File: config.mk
export PLATFORM = sky130hd
export DESIGN_NAME = fbscan_top
export DESIGN_NICKNAME = d
export VERILOG_FILES = /design/src/rtl/fbscan_pkg.sv /design/src/rtl/fbscan_timing.sv /design/src/rtl/fbscan_regs.sv /design/src/rtl/fbscan_addr.sv /design/src/rtl/fbscan_pixel.sv /design/src/rtl/fbscan_top.sv
export SDC_FILE = /design/constraint.sdc
export NUM_CORES = 1
export LEC_CHECK = 0
export CAP_MARGIN = 20
export CORE_MARGIN = 3
export CORE_UTILIZATION = 50
export DETAILED_ROUTE_END_ITERATION = 8
export PLACE_DENSITY = 0.87
export SYNTH_ARGS = -nofsm -noshare
export SYNTH_HDL_FRONTEND = slang
export SYNTH_SLANG_ARGS = --single-unit
File: constraint.sdc
create_clock -name clk -period 6.6 [get_ports clk]
set_input_delay 1.32 -clock clk [delete_from_list [all_inputs] [get_ports clk]]
set_output_delay 1.32 -clock clk [all_outputs]
set_load 0.01 [all_outputs]
File: src/rtl/fbscan_pkg.sv
package fbscan_pkg;
   localparam int REG_IDX_BASE = 0;
   localparam int REG_IDX_CTRL = 1;
   localparam int CTRL_BIT_EN  = 0;
   localparam int CTRL_BIT_ROT = 1;

   // one raster position's display qualifiers
   typedef struct packed {
      logic de;
      logic hs_n;
      logic vs_n;
   } beat_t;
endpackage

File: src/rtl/fbscan_timing.sv
module fbscan_timing
   import fbscan_pkg::*;
#(
   parameter int H_ACT = 640,
   parameter int H_FP  = 16,
   parameter int H_SY  = 96,
   parameter int H_BP  = 48,
   parameter int V_ACT = 480,
   parameter int V_FP  = 10,
   parameter int V_SY  = 2,
   parameter int V_BP  = 33,
   parameter int HCW   = 10,
   parameter int VCW   = 10
) (
   input  logic           clk,
   input  logic           rst_n,
   output logic [HCW-1:0] hcnt,
   output logic [VCW-1:0] vcnt,
   output beat_t          beat,
   output logic           frame_end
);
   localparam int H_TOT = H_ACT + H_FP + H_SY + H_BP;
   localparam int V_TOT = V_ACT + V_FP + V_SY + V_BP;

   if (H_TOT > (1 << HCW)) begin : g_err_hcw
      $error("horizontal counter too narrow");
   end
   if (V_TOT > (1 << VCW)) begin : g_err_vcw
      $error("vertical counter too narrow");
   end

   logic line_end;
   assign line_end  = (hcnt == HCW'(H_TOT - 1));
   assign frame_end = line_end && (vcnt == VCW'(V_TOT - 1));

   always_ff @(posedge clk or negedge rst_n) begin
      if (!rst_n) begin
         hcnt <= '0;
         vcnt <= '0;
      end else if (line_end) begin
         hcnt <= '0;
         vcnt <= frame_end ? '0 : vcnt + 1'b1;
      end else begin
         hcnt <= hcnt + 1'b1;
      end
   end

   always_comb begin
      beat.de   = (hcnt < HCW'(H_ACT)) && (vcnt < VCW'(V_ACT));
      beat.hs_n = !((hcnt >= HCW'(H_ACT + H_FP)) && (hcnt < HCW'(H_ACT + H_FP + H_SY)));
      beat.vs_n = !((vcnt >= VCW'(V_ACT + V_FP)) && (vcnt < VCW'(V_ACT + V_FP + V_SY)));
   end

   assert_hcnt_range_R9: assert property (@(posedge clk) disable iff (!rst_n)
      hcnt <= HCW'(H_TOT - 1));
   assert_line_step_R9: assert property (@(posedge clk) disable iff (!rst_n)
      (vcnt != $past(vcnt)) |-> ($past(hcnt) == HCW'(H_TOT - 1)));
endmodule

File: src/rtl/fbscan_regs.sv
module fbscan_regs
   import fbscan_pkg::*;
#(
   parameter int DW        = 32,
   parameter int BASE_KEEP = 11
) (
   input  logic                 clk,
   input  logic                 rst_n,
   input  logic                 wr_en,
   input  logic                 wr_idx,
   input  logic [DW-1:0]        wr_data,
   input  logic                 rd_idx,
   input  logic                 frame_end,
   output logic [DW-1:0]        rd_data,
   output logic                 en_live,
   output logic [BASE_KEEP-1:0] base_frame,
   output logic                 rot_frame
);
   if (BASE_KEEP >= DW || BASE_KEEP < 1) begin : g_err_keep
      $error("BASE_KEEP out of range");
   end

   logic [BASE_KEEP-1:0] base_q;
   logic                 rot_q;
   logic                 unused_wr_bits;
   assign unused_wr_bits = ^wr_data;

   always_ff @(posedge clk or negedge rst_n) begin
      if (!rst_n) begin
         base_q     <= '0;
         rot_q      <= 1'b0;
         en_live    <= 1'b0;
         base_frame <= '0;
         rot_frame  <= 1'b0;
      end else begin
         if (wr_en && wr_idx == 1'(REG_IDX_BASE))
            base_q <= wr_data[DW-1 -: BASE_KEEP];
         if (wr_en && wr_idx == 1'(REG_IDX_CTRL)) begin
            en_live <= wr_data[CTRL_BIT_EN];
            rot_q   <= wr_data[CTRL_BIT_ROT];
         end
         // frame-wide settings move only across the frame boundary
         if (frame_end) begin
            base_frame <= base_q;
            rot_frame  <= rot_q;
         end
      end
   end

   always_comb begin
      rd_data = '0;
      if (rd_idx == 1'(REG_IDX_CTRL)) begin
         rd_data[CTRL_BIT_EN]  = en_live;
         rd_data[CTRL_BIT_ROT] = rot_q;
      end else begin
         rd_data[DW-1 -: BASE_KEEP] = base_q;
      end
   end

   assert_ctrl_readback_R2: assert property (@(posedge clk) disable iff (!rst_n)
      (wr_en && wr_idx == 1'(REG_IDX_CTRL)) |=>
         ({rot_q, en_live} == {$past(wr_data[CTRL_BIT_ROT]), $past(wr_data[CTRL_BIT_EN])}));
   assert_frame_latch_R10: assert property (@(posedge clk) disable iff (!rst_n)
      ((base_frame != $past(base_frame)) || (rot_frame != $past(rot_frame))) |-> $past(frame_end));
endmodule

File: src/rtl/fbscan_addr.sv
module fbscan_addr #(
   parameter int H_ACT     = 640,
   parameter int V_ACT     = 480,
   parameter int ROW_WORDS = 1024,
   parameter int AW        = 30,
   parameter int BASE_KEEP = 11,
   parameter int HCW       = 10,
   parameter int VCW       = 10
) (
   input  logic [HCW-1:0]       hcnt,
   input  logic [VCW-1:0]       vcnt,
   input  logic [BASE_KEEP-1:0] base_frame,
   input  logic                 rot_frame,
   output logic [AW-1:0]        addr
);
   localparam int XW = $clog2(ROW_WORDS);

   logic [AW-1:0] x_w, y_w, x_eff, y_eff, base_w;

   always_comb begin
      x_w    = AW'(hcnt);
      y_w    = AW'(vcnt);
      // reversed scan mirrors both coordinates about the visible area
      x_eff  = rot_frame ? AW'(H_ACT - 1) - x_w : x_w;
      y_eff  = rot_frame ? AW'(V_ACT - 1) - y_w : y_w;
      base_w = {base_frame, {(AW - BASE_KEEP){1'b0}}};
      addr   = base_w + (y_eff << XW) + x_eff;
   end
endmodule

File: src/rtl/fbscan_pixel.sv
module fbscan_pixel
   import fbscan_pkg::*;
#(
   parameter int LAT = 2,
   parameter int CW  = 8
) (
   input  logic            clk,
   input  logic            rst_n,
   input  beat_t           beat_in,
   input  logic            accept,
   input  logic [3*CW-1:0] pix_in,
   output logic [CW-1:0]   vid_r,
   output logic [CW-1:0]   vid_g,
   output logic [CW-1:0]   vid_b,
   output logic            vid_de,
   output logic            vid_hsync_n,
   output logic            vid_vsync_n
);
   if (LAT < 1) begin : g_err_lat
      $error("read latency must be at least one cycle");
   end

   localparam beat_t IDLE = '{de: 1'b0, hs_n: 1'b1, vs_n: 1'b1};

   beat_t beat_pipe [LAT];
   logic  acc_pipe  [LAT];

   always_ff @(posedge clk or negedge rst_n) begin
      if (!rst_n) begin
         for (int k = 0; k < LAT; k++) begin
            beat_pipe[k] <= IDLE;
            acc_pipe[k]  <= 1'b0;
         end
         vid_de      <= 1'b0;
         vid_hsync_n <= 1'b1;
         vid_vsync_n <= 1'b1;
         {vid_r, vid_g, vid_b} <= '0;
      end else begin
         beat_pipe[0] <= beat_in;
         acc_pipe[0]  <= accept;
         for (int k = 1; k < LAT; k++) begin
            beat_pipe[k] <= beat_pipe[k-1];
            acc_pipe[k]  <= acc_pipe[k-1];
         end
         vid_de      <= beat_pipe[LAT-1].de;
         vid_hsync_n <= beat_pipe[LAT-1].hs_n;
         vid_vsync_n <= beat_pipe[LAT-1].vs_n;
         {vid_r, vid_g, vid_b} <= acc_pipe[LAT-1] ? pix_in : '0;
      end
   end

   assert_black_outside_R9: assert property (@(posedge clk) disable iff (!rst_n)
      !vid_de |-> ({vid_r, vid_g, vid_b} == '0));
endmodule

File: src/rtl/fbscan_top.sv
module fbscan_top
   import fbscan_pkg::*;
#(
   parameter int DW        = 32,
   parameter int BASE_KEEP = 11,
   parameter int H_ACT     = 640,
   parameter int H_FP      = 16,
   parameter int H_SY      = 96,
   parameter int H_BP      = 48,
   parameter int V_ACT     = 480,
   parameter int V_FP      = 10,
   parameter int V_SY      = 2,
   parameter int V_BP      = 33,
   parameter int ROW_WORDS = 1024,
   parameter int RD_LAT    = 2
) (
   input  logic          clk,
   input  logic          rst_n,
   input  logic          reg_wr_en,
   input  logic          reg_wr_idx,
   input  logic [DW-1:0] reg_wr_data,
   input  logic          reg_rd_idx,
   output logic [DW-1:0] reg_rd_data,
   output logic          rd_req_valid,
   input  logic          rd_req_ready,
   output logic [DW-3:0] rd_req_addr,
   input  logic [DW-1:0] rd_data,
   output logic [7:0]    vid_r,
   output logic [7:0]    vid_g,
   output logic [7:0]    vid_b,
   output logic          vid_hsync_n,
   output logic          vid_vsync_n,
   output logic          vid_de
);
   localparam int AW    = DW - 2;
   localparam int H_TOT = H_ACT + H_FP + H_SY + H_BP;
   localparam int V_TOT = V_ACT + V_FP + V_SY + V_BP;
   localparam int HCW   = $clog2(H_TOT);
   localparam int VCW   = $clog2(V_TOT);
   localparam int XW    = $clog2(ROW_WORDS);

   if (ROW_WORDS != (1 << XW)) begin : g_err_stride_pow2
      $error("row stride must be a power of two");
   end
   if (ROW_WORDS < H_ACT) begin : g_err_stride_short
      $error("row stride shorter than visible row");
   end
   if (longint'(V_ACT) * ROW_WORDS > (longint'(1) << (AW - BASE_KEEP))) begin : g_err_align
      $error("frame does not fit below base alignment");
   end
   if (DW < 26) begin : g_err_dw
      $error("data width too small for a 24-bit pixel");
   end

   logic [HCW-1:0]       hcnt;
   logic [VCW-1:0]       vcnt;
   beat_t                beat;
   logic                 frame_end;
   logic                 en_live;
   logic [BASE_KEEP-1:0] base_frame;
   logic                 rot_frame;
   logic                 accept;
   logic                 unused_top_byte;

   assign unused_top_byte = ^rd_data[DW-1:24];

   fbscan_timing #(
      .H_ACT(H_ACT), .H_FP(H_FP), .H_SY(H_SY), .H_BP(H_BP),
      .V_ACT(V_ACT), .V_FP(V_FP), .V_SY(V_SY), .V_BP(V_BP),
      .HCW(HCW), .VCW(VCW)
   ) i_timing (
      .clk(clk), .rst_n(rst_n), .hcnt(hcnt), .vcnt(vcnt),
      .beat(beat), .frame_end(frame_end)
   );

   fbscan_regs #(.DW(DW), .BASE_KEEP(BASE_KEEP)) i_regs (
      .clk(clk), .rst_n(rst_n), .wr_en(reg_wr_en), .wr_idx(reg_wr_idx),
      .wr_data(reg_wr_data), .rd_idx(reg_rd_idx), .frame_end(frame_end),
      .rd_data(reg_rd_data), .en_live(en_live), .base_frame(base_frame),
      .rot_frame(rot_frame)
   );

   fbscan_addr #(
      .H_ACT(H_ACT), .V_ACT(V_ACT), .ROW_WORDS(ROW_WORDS), .AW(AW),
      .BASE_KEEP(BASE_KEEP), .HCW(HCW), .VCW(VCW)
   ) i_addr (
      .hcnt(hcnt), .vcnt(vcnt), .base_frame(base_frame),
      .rot_frame(rot_frame), .addr(rd_req_addr)
   );

   assign rd_req_valid = en_live && beat.de;
   assign accept       = rd_req_valid && rd_req_ready;

   fbscan_pixel #(.LAT(RD_LAT), .CW(8)) i_pixel (
      .clk(clk), .rst_n(rst_n), .beat_in(beat), .accept(accept),
      .pix_in(rd_data[23:0]), .vid_r(vid_r), .vid_g(vid_g), .vid_b(vid_b),
      .vid_de(vid_de), .vid_hsync_n(vid_hsync_n), .vid_vsync_n(vid_vsync_n)
   );

   assert_unfetched_cols_R11: assert property (@(posedge clk) disable iff (!rst_n)
      rd_req_valid |-> ({1'b0, rd_req_addr[XW-1:0]} < (XW+1)'(H_ACT)));
endmodule

## Yosys cells after proc, flatten, opt, wreduce, memory -nomap -nowiden

Cells that the tools add are included.

| cells by class | value |
|---|---|
| bitwise gates (word level) | 1 |
| add/subtract/negate cells | 6 |
| $lt $le $gt $ge | 6 |
| multiplexer cells | 7 |
| equal/unequal tests | 2 |
| reduce and logical (&&, ||, !) cells | 10 |

Operators with widths:

| cell | count |
|---|---|
| $add 30x30->30 | 2 |
| $mux 30 | 1 |
| $mux 24 | 1 |
| $add 10x1->10 const B | 2 |
| $eq 10x10->1 const B | 2 |
| $lt 10x10->1 const B | 2 |
| $lt 10x9->1 const B | 2 |
| $mux 10 | 2 |
| $mux 20 | 1 |
| $mux 11 | 1 |
| $sub 10x10->11 const A | 1 |
| $sub 9x10->11 const A | 1 |
| $ge 10x10->1 const B | 1 |
| $ge 10x9->1 const B | 1 |
| $logic_and 1x1->1 | 8 |
| $logic_not 1->1 | 2 |
| $mux 2 | 1 |
| $not 1->1 | 1 |

| word-level totals | value |
|---|---|
| output and inout port bits | 90 |
| bits in registers | 80 |
| bits of input ports | 70 |
| word-level logic and storage cells | 53 |

## Logic depth before layout (Yosys ltp)

Gate-level depths: netlist of the first run.

| depth | value |
|---|---|
| word-level depth | 4 |
| depth in mapped cells | 12 |
| gate-level depth less buffers | 11 |

## By module

Synthesis of the first run repeated with hierarchy kept, for this count alone.

| second synthesis, totals | value |
|---|---|
| cell total of the unflattened synthesis | 453 |
| area total of the unflattened synthesis | 4943.5 um2 |

Modules (own cells, without submodules):

| module | area an instance (um2) | cells each | times used | sequential area each (um2) |
|---|---|---|---|---|
| fbscan_addr | 1511.4 | 197 | 1 | 0.0 |
| fbscan_regs | 1221.2 | 88 | 1 | 625.6 |
| fbscan_timing | 1119.8 | 105 | 1 | 500.5 |
| fbscan_pixel | 1078.5 | 61 | 1 | 883.3 |
| fbscan_top | 12.5 | 2 | 1 | 0.0 |

## Least setup slack after synthesis of the first run

OpenSTA, ideal clock, no wires.

| timing path | value |
|---|---|
| path type | reg-to-output |
| start point | register i_timing.hcnt[9] |
| end point | output rd_req_addr[29] |
| data required time | 5.280 ns |
| buffers on the path | 0 |
| stages on the path, launching flop included | 12 |
| setup slack | 1.875 ns |
| arrival time | 3.405 ns |
| cell sequence | dfrtp_1 > o21a_1 > and2_1 > ha_1 > ha_1 > fa_1 > a21o_1 > a221o_1 > a21oi_2 > o21ai_1 > o211ai_1 > xor2_1 |

| on the way | value |
|---|---|
| cells in the longest elaborated chain, start to end | 3 |

RTL lines:

| item | line | source |
|---|---|---|
| start, declared | fbscan_timing.sv:17 | `output logic [HCW-1:0] hcnt,` |
| start signal, assigned | fbscan_timing.sv:44 | `hcnt <= hcnt + 1'b1;` |
| $sub 10x10->11 | fbscan_addr.sv:24 | `x_eff = rot_frame ? AW'(H_ACT - 1) - x_w : x_w;` |
| $mux 30 (*) | fbscan_addr.sv:24 |  |
| $add 30x30->30 (*) | fbscan_addr.sv:27 | `addr = base_w + (y_eff << XW) + x_eff;` |
| end, declared | fbscan_top.sv:26 | `output logic [DW-3:0] rd_req_addr,` |

Mark *: on every way between the ends. The rest lies on a longest branch, timed or not.

## Worst setup path after layout of the first run

| timing path | value |
|---|---|
| start point | register i_timing.hcnt[7] |
| end point | output rd_req_addr[29] |

Same word-level chain as after synthesis.

==> impl_metrics.toml, run 1 <==
[setup_path]
critical_path.max_fanout = 11
worst-path-buf-inv = 2
critPathKind = "flip-flop to primary output"
worstSetupStartpointType = "flip-flop"
path_cells = "o21a_1 -> and2_1 -> buf_4 -> fa_1 -> ha_1 -> a21oi_1 -> o21ai_0 -> nor3b_1 -> o21ai_1 -> o211ai_1 -> xor2_1 -> clkdlybuf4s50_1"
timing.critical_path.arrival_ns = 4.28
worst_ep_required_time_ns = 5.28
critPathTopFamily = "buffers and inverters"
setup.worst_path.end_class = "primary output"
cp_slowest_stage_delay_ns = 0.56
crit_slowest_cell = "sky130_fd_sc_hd__clkdlybuf4s50_1"

[cts]
htree_levels = 3
cts.reportedPaths.clkPinSlew_ns = 0.08
cts-root-buf = "sky130_fd_sc_hd__clkbuf_8"
post_cts.resized_instances = 0
clk_path_buf_depth = 2
ctsHoldBuffers = 0
number_of_clock_buffers_inserted_by_tritoncts = 9
tritoncts_num_sinks = 80
source_to_sink_clock_delay_at_the_later_pin_of_the_worst_skew_pair_ns = 0.34
cts_tree = "built"
number_of_setup_buffers_added_after_cts = 0

[yosys]
ys_seq_elements = 80
synth_top_area_cell = "sky130_fd_sc_hd__dfrtp_1"
synth_flop_cell = "sky130_fd_sc_hd__dfrtp_1"
synth_enable_flop_cells = 0
synth.most_common_cell = "sky130_fd_sc_hd__dfrtp_1"
synth_async_sr_flop_share_pct = 100.0
netlist_top_cells_area = "sky130_fd_sc_hd__dfrtp_1 39%, sky130_fd_sc_hd__ha_1 8.9%, sky130_fd_sc_hd__fa_1 4.6%, sky130_fd_sc_hd__xor2_1 4.4%, sky130_fd_sc_hd__xnor2_1 4.2%"
synth_sequential_area_ratio_pct = 42.16
yosys_synthesis_warning_count = 0
syn-cell-area_um2 = 4766
synth.top_cells.by_count = "74 x sky130_fd_sc_hd__dfrtp_1, 34 x sky130_fd_sc_hd__ha_1, 32 x sky130_fd_sc_hd__and2_1, 24 x sky130_fd_sc_hd__xor2_1, 23 x sky130_fd_sc_hd__xnor2_1"
synthesis.instances = 433
synth_cell_type_count = 50
postSynthAreaPerCell_um2 = 11.01
yosys.area.top_type_share_pct = 38.86

[global_route]
global_route_wire_length_before_repair_mm = 17.13
grt.overflow.total = 0
antenna_found_initial = 0
grt.total_usage_pct = 19.12
number_of_global_route_vias_before_repair = 3576
grt_max_degree = 81

[cells_and_area]
synthToLayoutAreaGrowth_pct = 28.67
postLayoutCellArea_um2 = 6132
multiInputGateArea_um2 = 2545
final.fill_count = 659
nets = 653
n_antenna_cell = 0
instances_no_fill = 669
layout-drive-gt1-share_pct = 10.68
ff_latch_area_um2 = 2009

[floorplanning]
initial_core_util_pct = 53.09
dieArea_um2 = 10740
core-area_um2 = 8976
ioPinCount = 160
die-width_um = 103.6
row_count = 34
die_h_um = 103.6

[power_and_ir_drop]
net-switching-power_uw = 232.7
power.internal_uw = 827.5
combPwrFrac_pct = 11.0
p_sw_share_pct = 21.95
power_leakage_uw = 0.002946
cellPowerDensity_nw_per_um2 = 172.9
vdd_ir_drop_max_uv = 187.9
report.power.total_uw = 1060
power_frac_clock_pct = 39.3
share_seq_of_total_power_pct = 49.7

[sta]
period_minus_slack_ns = 5.602
final.setup_skew_ns = 0.007666
worst-slew-pin-transition_ns = 0.9706
hold_viol = 0
totalNegativeSetupSlack_ns = 0
grt_setup_unrepaired = "false"
achievable-frequency_mhz = 178.5
slew_margin_rel_pct = 35.29
fin_crit_sh_pct = 84.88
timing.hold.ws_ns = 0.3541
setup_violations = 0
slew_viol_final = 0

[route]
routed_wire_length_per_instance_um = 15.11
drc = 0
antenna_left = 0
wirelength_mm = 10.11
drt_iter0_drc = 114
drt_pass1_iterations = 4
vias_per_cell = 5.187
route.vias.total = 3470

[status]
run_status = "finished, final reports clean"

[flow_run]
cap_violations = 0

[placed_design]
place.gp.congestion = 0.8589
placed_cells = 652
dpl_cell_area_um2 = 5886
detailed_place_hpwl_mm = 7.683
port_buffers = 113

[worst_hold_path]
worst_hold_path_type = "flip-flop to flip-flop"
flip-flops by register name, indices dropped and copies added, names as in the netlist, 2 cells and up:
register / cells
i_timing.vcnt: 10
i_regs.base_q: 11
i_pixel.vid_r: 8
i_timing.hcnt: 10
i_pixel.vid_g: 8
i_pixel.beat_pipe: 6
i_pixel.vid_b: 8
i_pixel.acc_pipe: 2
i_regs.base_frame: 11
metrics by stage:
| step | utilization [%] | setup WS [ns] |
|---|---|---|
| after detailed placement | 65.57 | 1.355 |
| after global routing | 68.32 | 0.6041 |
| after CTS | 68.23 | 0.9473 |
| after global placement | 65.57 | 1.404 |
| final | 68.32 | 0.9978 |
| after floorplan | - | 1.875 |
power groups by stage:
stage,clock network [uW],logic (uW),registers (uW)
after detailed placement,0,117,537
final,416,117,527
after CTS,425,118,528
after floorplan,0,47.0,535
after global placement,0,115,535
after global routing,442,127,531
final timing paths:
kind | startpoint | to | slack [ns] | cells after the start
setup / recovery | i_timing.hcnt[7]$_DFF_PN0_ | rd_req_addr[29] | 1.0 | 12
hold / removal | i_pixel.beat_pipe[1]$_DFF_PN1_ | i_pixel.vid_hsync_n$_DFF_PN1_ | 0.35 | 0
setup reg to reg | i_timing.hcnt[0]$_DFF_PN0_ | i_regs.base_frame[10]$_DFFE_PN0P_ | 4.22 | 5
hold reg to reg | i_pixel.beat_pipe[1]$_DFF_PN1_ | i_pixel.vid_hsync_n$_DFF_PN1_ | 0.35 | 0
max in group asynchronous | rst_n | i_timing.vcnt[5]$_DFFE_PN0N_ | 4.84 | 1
min in group asynchronous | rst_n | i_timing.hcnt[0]$_DFF_PN0_ | 1.12 | 1
area by class of cell:
cell class	count	area share (%)
Clock buffer	12	2.693
Clock inverter	4	1.204
Inverter	8	0.4897
Multi-Input combinational cell	323	41.50
Sequential cell	80	32.77
Tap cell	126	2.571
Timing Repair Buffer	116	18.77
kinds of logic after synthesis:
logic type      Yosys count  share of synthesized area, %
fa+ha+maj                45                         13.55
mux                      25                         6.616
buf+inv                  48                         5.855
simple gates            123                         14.62
compound gates           64                         8.480
xor+xnor                 47                         8.637
other cells               1                       0.07869
flops                    80                         42.16
cells in the final DEF (no fill, tap or decap), types with 3 or more instances in the layout:
master,instances
sky130_fd_sc_hd__a21oi_1,20
sky130_fd_sc_hd__inv_1,8
sky130_fd_sc_hd__nand2_1,21
sky130_fd_sc_hd__and3_1,5
sky130_fd_sc_hd__xnor2_1,23
sky130_fd_sc_hd__mux2_2,16
sky130_fd_sc_hd__clkdlybuf4s50_1,112
sky130_fd_sc_hd__nor2b_1,14
sky130_fd_sc_hd__and2_1,32
sky130_fd_sc_hd__ha_1,34
sky130_fd_sc_hd__buf_4,4
sky130_fd_sc_hd__o21ai_0,16
sky130_fd_sc_hd__dfstp_2,6
sky130_fd_sc_hd__xor2_1,24
sky130_fd_sc_hd__nand4_1,10
sky130_fd_sc_hd__a21o_1,9
sky130_fd_sc_hd__nor2_1,19
sky130_fd_sc_hd__o21a_1,3
sky130_fd_sc_hd__nand3_1,7
sky130_fd_sc_hd__conb_1,19
sky130_fd_sc_hd__dfrtp_1,74
sky130_fd_sc_hd__mux2_4,9
sky130_fd_sc_hd__clkbuf_8,12
sky130_fd_sc_hd__fa_1,11
metal layers:
layer | track usage (%) | wire length (um) | vias to the layer above
met4 | 5.603 | 119 | 0
met1 | 22.74 | 4070 | 1680
li1 | - | - | 1651
met5 | 0 | 0 | -
met3 | 7.587 | 988 | 13
met2 | 32.15 | 4930 | 126
Power figures use the tool's default switching activity.
==> inputs of run 2 (changes only) <==
- CORE_UTILIZATION: 50 -> 46
- PLACE_DENSITY: 0.87 -> 0.81
- clock period: 6.6 -> 5.4 ns (I/O delays scaled with it)
==> impl_metrics.toml, run 2 (synthesis results as in run 1) <==
[setup_path]
path_cells = "o21a_1 -> and2_2 -> buf_4 -> fa_1 -> ha_1 -> and2_1 -> a221oi_2 -> o21bai_1 -> a21oi_1 -> xnor2_1 -> clkdlybuf4s50_1"
worst-path-buf-inv = 2
critical_path.max_fanout = 13
r2r.worst_path.cells = 5
rrSetupSlack_ns = 3.06
critPathTopFamily = "compound AO/OA/AOI/OAI gates"
crit_start = "i_timing.hcnt[9]$_DFF_PN0_"
worstSetupStartpointType = "flip-flop"
r2r_end = "i_regs.base_frame[0]$_DFFE_PN0P_"
worst_ep_required_time_ns = 4.32
critical_path.reg2reg.startpoint = "i_timing.hcnt[0]$_DFF_PN0_"
crit_slowest_cell = "sky130_fd_sc_hd__clkdlybuf4s50_1"
setup.worst_path.end_class = "primary output"
critPathKind = "flip-flop to primary output"
timing.critical_path.arrival_ns = 4.05
cp_slowest_stage_delay_ns = 0.58

[route]
vias_per_cell = 5.049
routed_wire_length_per_instance_um = 14.29
drt_iter0_drc = 170
drt_pass1_iterations = 4
antenna_left = 0
route.vias.total = 3418
wirelength_mm = 9.672
drc = 0

[placed_design]
detailed_place_hpwl_mm = 7.439
port_buffers = 113
placed_cells = 660
place.gp.congestion = 0.8018

[cts]
clk_path_buf_depth = 2
cts.reportedPaths.clkPinSlew_ns = 0.08
source_to_sink_clock_delay_at_the_later_pin_of_the_worst_skew_pair_ns = 0.35
ctsHoldBuffers = 0
tritoncts_num_sinks = 80
htree_levels = 3
cts_tree = "built"
cts-root-buf = "sky130_fd_sc_hd__clkbuf_8"
number_of_clock_buffers_inserted_by_tritoncts = 9

[cells_and_area]
synthToLayoutAreaGrowth_pct = 28.46
layout_common_cells = "112 x sky130_fd_sc_hd__clkdlybuf4s50_1, 72 x sky130_fd_sc_hd__dfrtp_1, 33 x sky130_fd_sc_hd__ha_1"
n_antenna_cell = 0
layout-drive-gt1-share_pct = 11.76
largest_registers = "i_regs.base_frame (11), i_regs.base_q (11)"
nets = 654
final_common_cell = "sky130_fd_sc_hd__clkdlybuf4s50_1"
instances_no_fill = 677

[sta]
setup_violations = 0
slew_margin_rel_pct = 32.85
achievable-frequency_mhz = 194.8
worst-slew-pin-transition_ns = 1.005
grt_setup_unrepaired = "false"
slew_viol_final = 0
totalNegativeSetupSlack_ns = 0
final.setup_skew_ns = 0.009557
hold_viol = 0
period_minus_slack_ns = 5.134
fin_crit_sh_pct = 95.07

[worst_hold_path]
hold_path.startpoint = "i_pixel.acc_pipe[1]$_DFF_PN0_"
number_of_cells_traversed_by_the_worst_hold_path = 0
hold_path_end = "i_pixel.acc_pipe[0]$_DFF_PN0_"
worst_hold_path_type = "flip-flop to flip-flop"

[power_and_ir_drop]
power_frac_clock_pct = 36.1
cellPowerDensity_nw_per_um2 = 200.3
power.internal_uw = 939.2
power_leakage_uw = 0.002921
net-switching-power_uw = 286.9
combPwrFrac_pct = 11.4
share_seq_of_total_power_pct = 52.5
p_sw_share_pct = 23.40
vdd_ir_drop_max_uv = 167.9

[global_route]
grt.total_usage_pct = 16.96
global_route_wire_length_before_repair_mm = 15.74
grt_max_degree = 81
number_of_global_route_vias_before_repair = 3334
antenna_found_initial = 0
grt.overflow.total = 0

[floorplanning]
initial_core_util_pct = 48.09
die_h_um = 107.8
core-area_um2 = 9910
dieArea_um2 = 11620
die-width_um = 107.8
ioPinCount = 160
row_count = 36

[status]
run_status = "finished, final reports clean"

[flow_run]
cap_violations = 0
## run 2: cell types whose count changed in the layout (fill, tap and decap cells not counted), sizes merged
cell,before,now
bufinv,2,1
clkinv,1,2
clkbuf,12,10
buf,4,5
clkinvlp,0,2
## run 2: worst reg2reg max path, cell delays in order, from the launching register on
cell                      delay (ns)
sky130_fd_sc_hd__dfrtp_1        0.44
sky130_fd_sc_hd__ha_1           0.21
sky130_fd_sc_hd__nand3_1        0.19
sky130_fd_sc_hd__and3b_1        0.62
sky130_fd_sc_hd__and2_4         0.41
sky130_fd_sc_hd__mux2_2         0.37
## run 2: metrics by stage
stage	instance area (um2)	total power [uW]	utilization, %	hold WS (ns)	setup slack [ns]
2_1_floorplan	4833	711.3	-	0.3312	0.9145
3_3_place_gp	5902	793.0	59.56	0.3336	0.5039
3_5_place_dp	5902	796.4	59.56	0.3458	0.4414
4_1_cts	6107	1243	61.63	0.3567	0.05148
5_1_grt	6122	1283	61.78	0.3565	0.01241
6_report	6122	1226	61.78	0.3565	0.2663
## run 2: metal layers
metal | GRT usage (%) | vias up | part of all wire (%) | wire, um
met5 | 0 | - | 0 | 0
met4 | 4.959 | 0 | 1.3 | 127
met3 | 3.419 | 14 | 4.2 | 410
met2 | 29.71 | 77 | 52 | 5064
met1 | 21.13 | 1675 | 42 | 4069
li1 | - | 1652 | - | -
## run 2: cell type report
type	count	area, um2
Clock buffer	10	137.6
Inverter	8	30.03
Sequential cell	80	2012
Multi-Input combinational cell	323	2550
Tap cell	133	166.4
Clock inverter	6	67.56
Fill cell	799	3787
Timing Repair Buffer	117	1159
## run 2: power groups by stage
stage               logic [uW]  clock network [uW]  registers, uW
floorplan                 57.4                   0            654
global placement           139                   0            654
detailed placement         141                   0            655
CTS                        142                 458            643
global route               151                 485            647
finish                     140                 443            643
## run 2: how the worst max path moves through the flow
| stage | endpoint | slack, ns | cells past startpoint |
|---|---|---|---|
| final | rd_req_addr[24] | 0.27 | 11 |
| after detailed placement | rd_req_addr[28] | 0.44 | 11 |
| after global placement | rd_req_addr[28] | 0.50 | 11 |
| after global routing | rd_req_addr[28] | 0.01 | 12 |
| after floorplan | rd_req_addr[29] | 0.91 | 11 |
| after CTS | rd_req_addr[28] | 0.05 | 11 |
## run 2: what timing repair did
action                                  4_1_cts  5_1_grt
endpoints found under the setup margin        0        6
gates resized for setup                       0        5
buffers inserted                              0        1
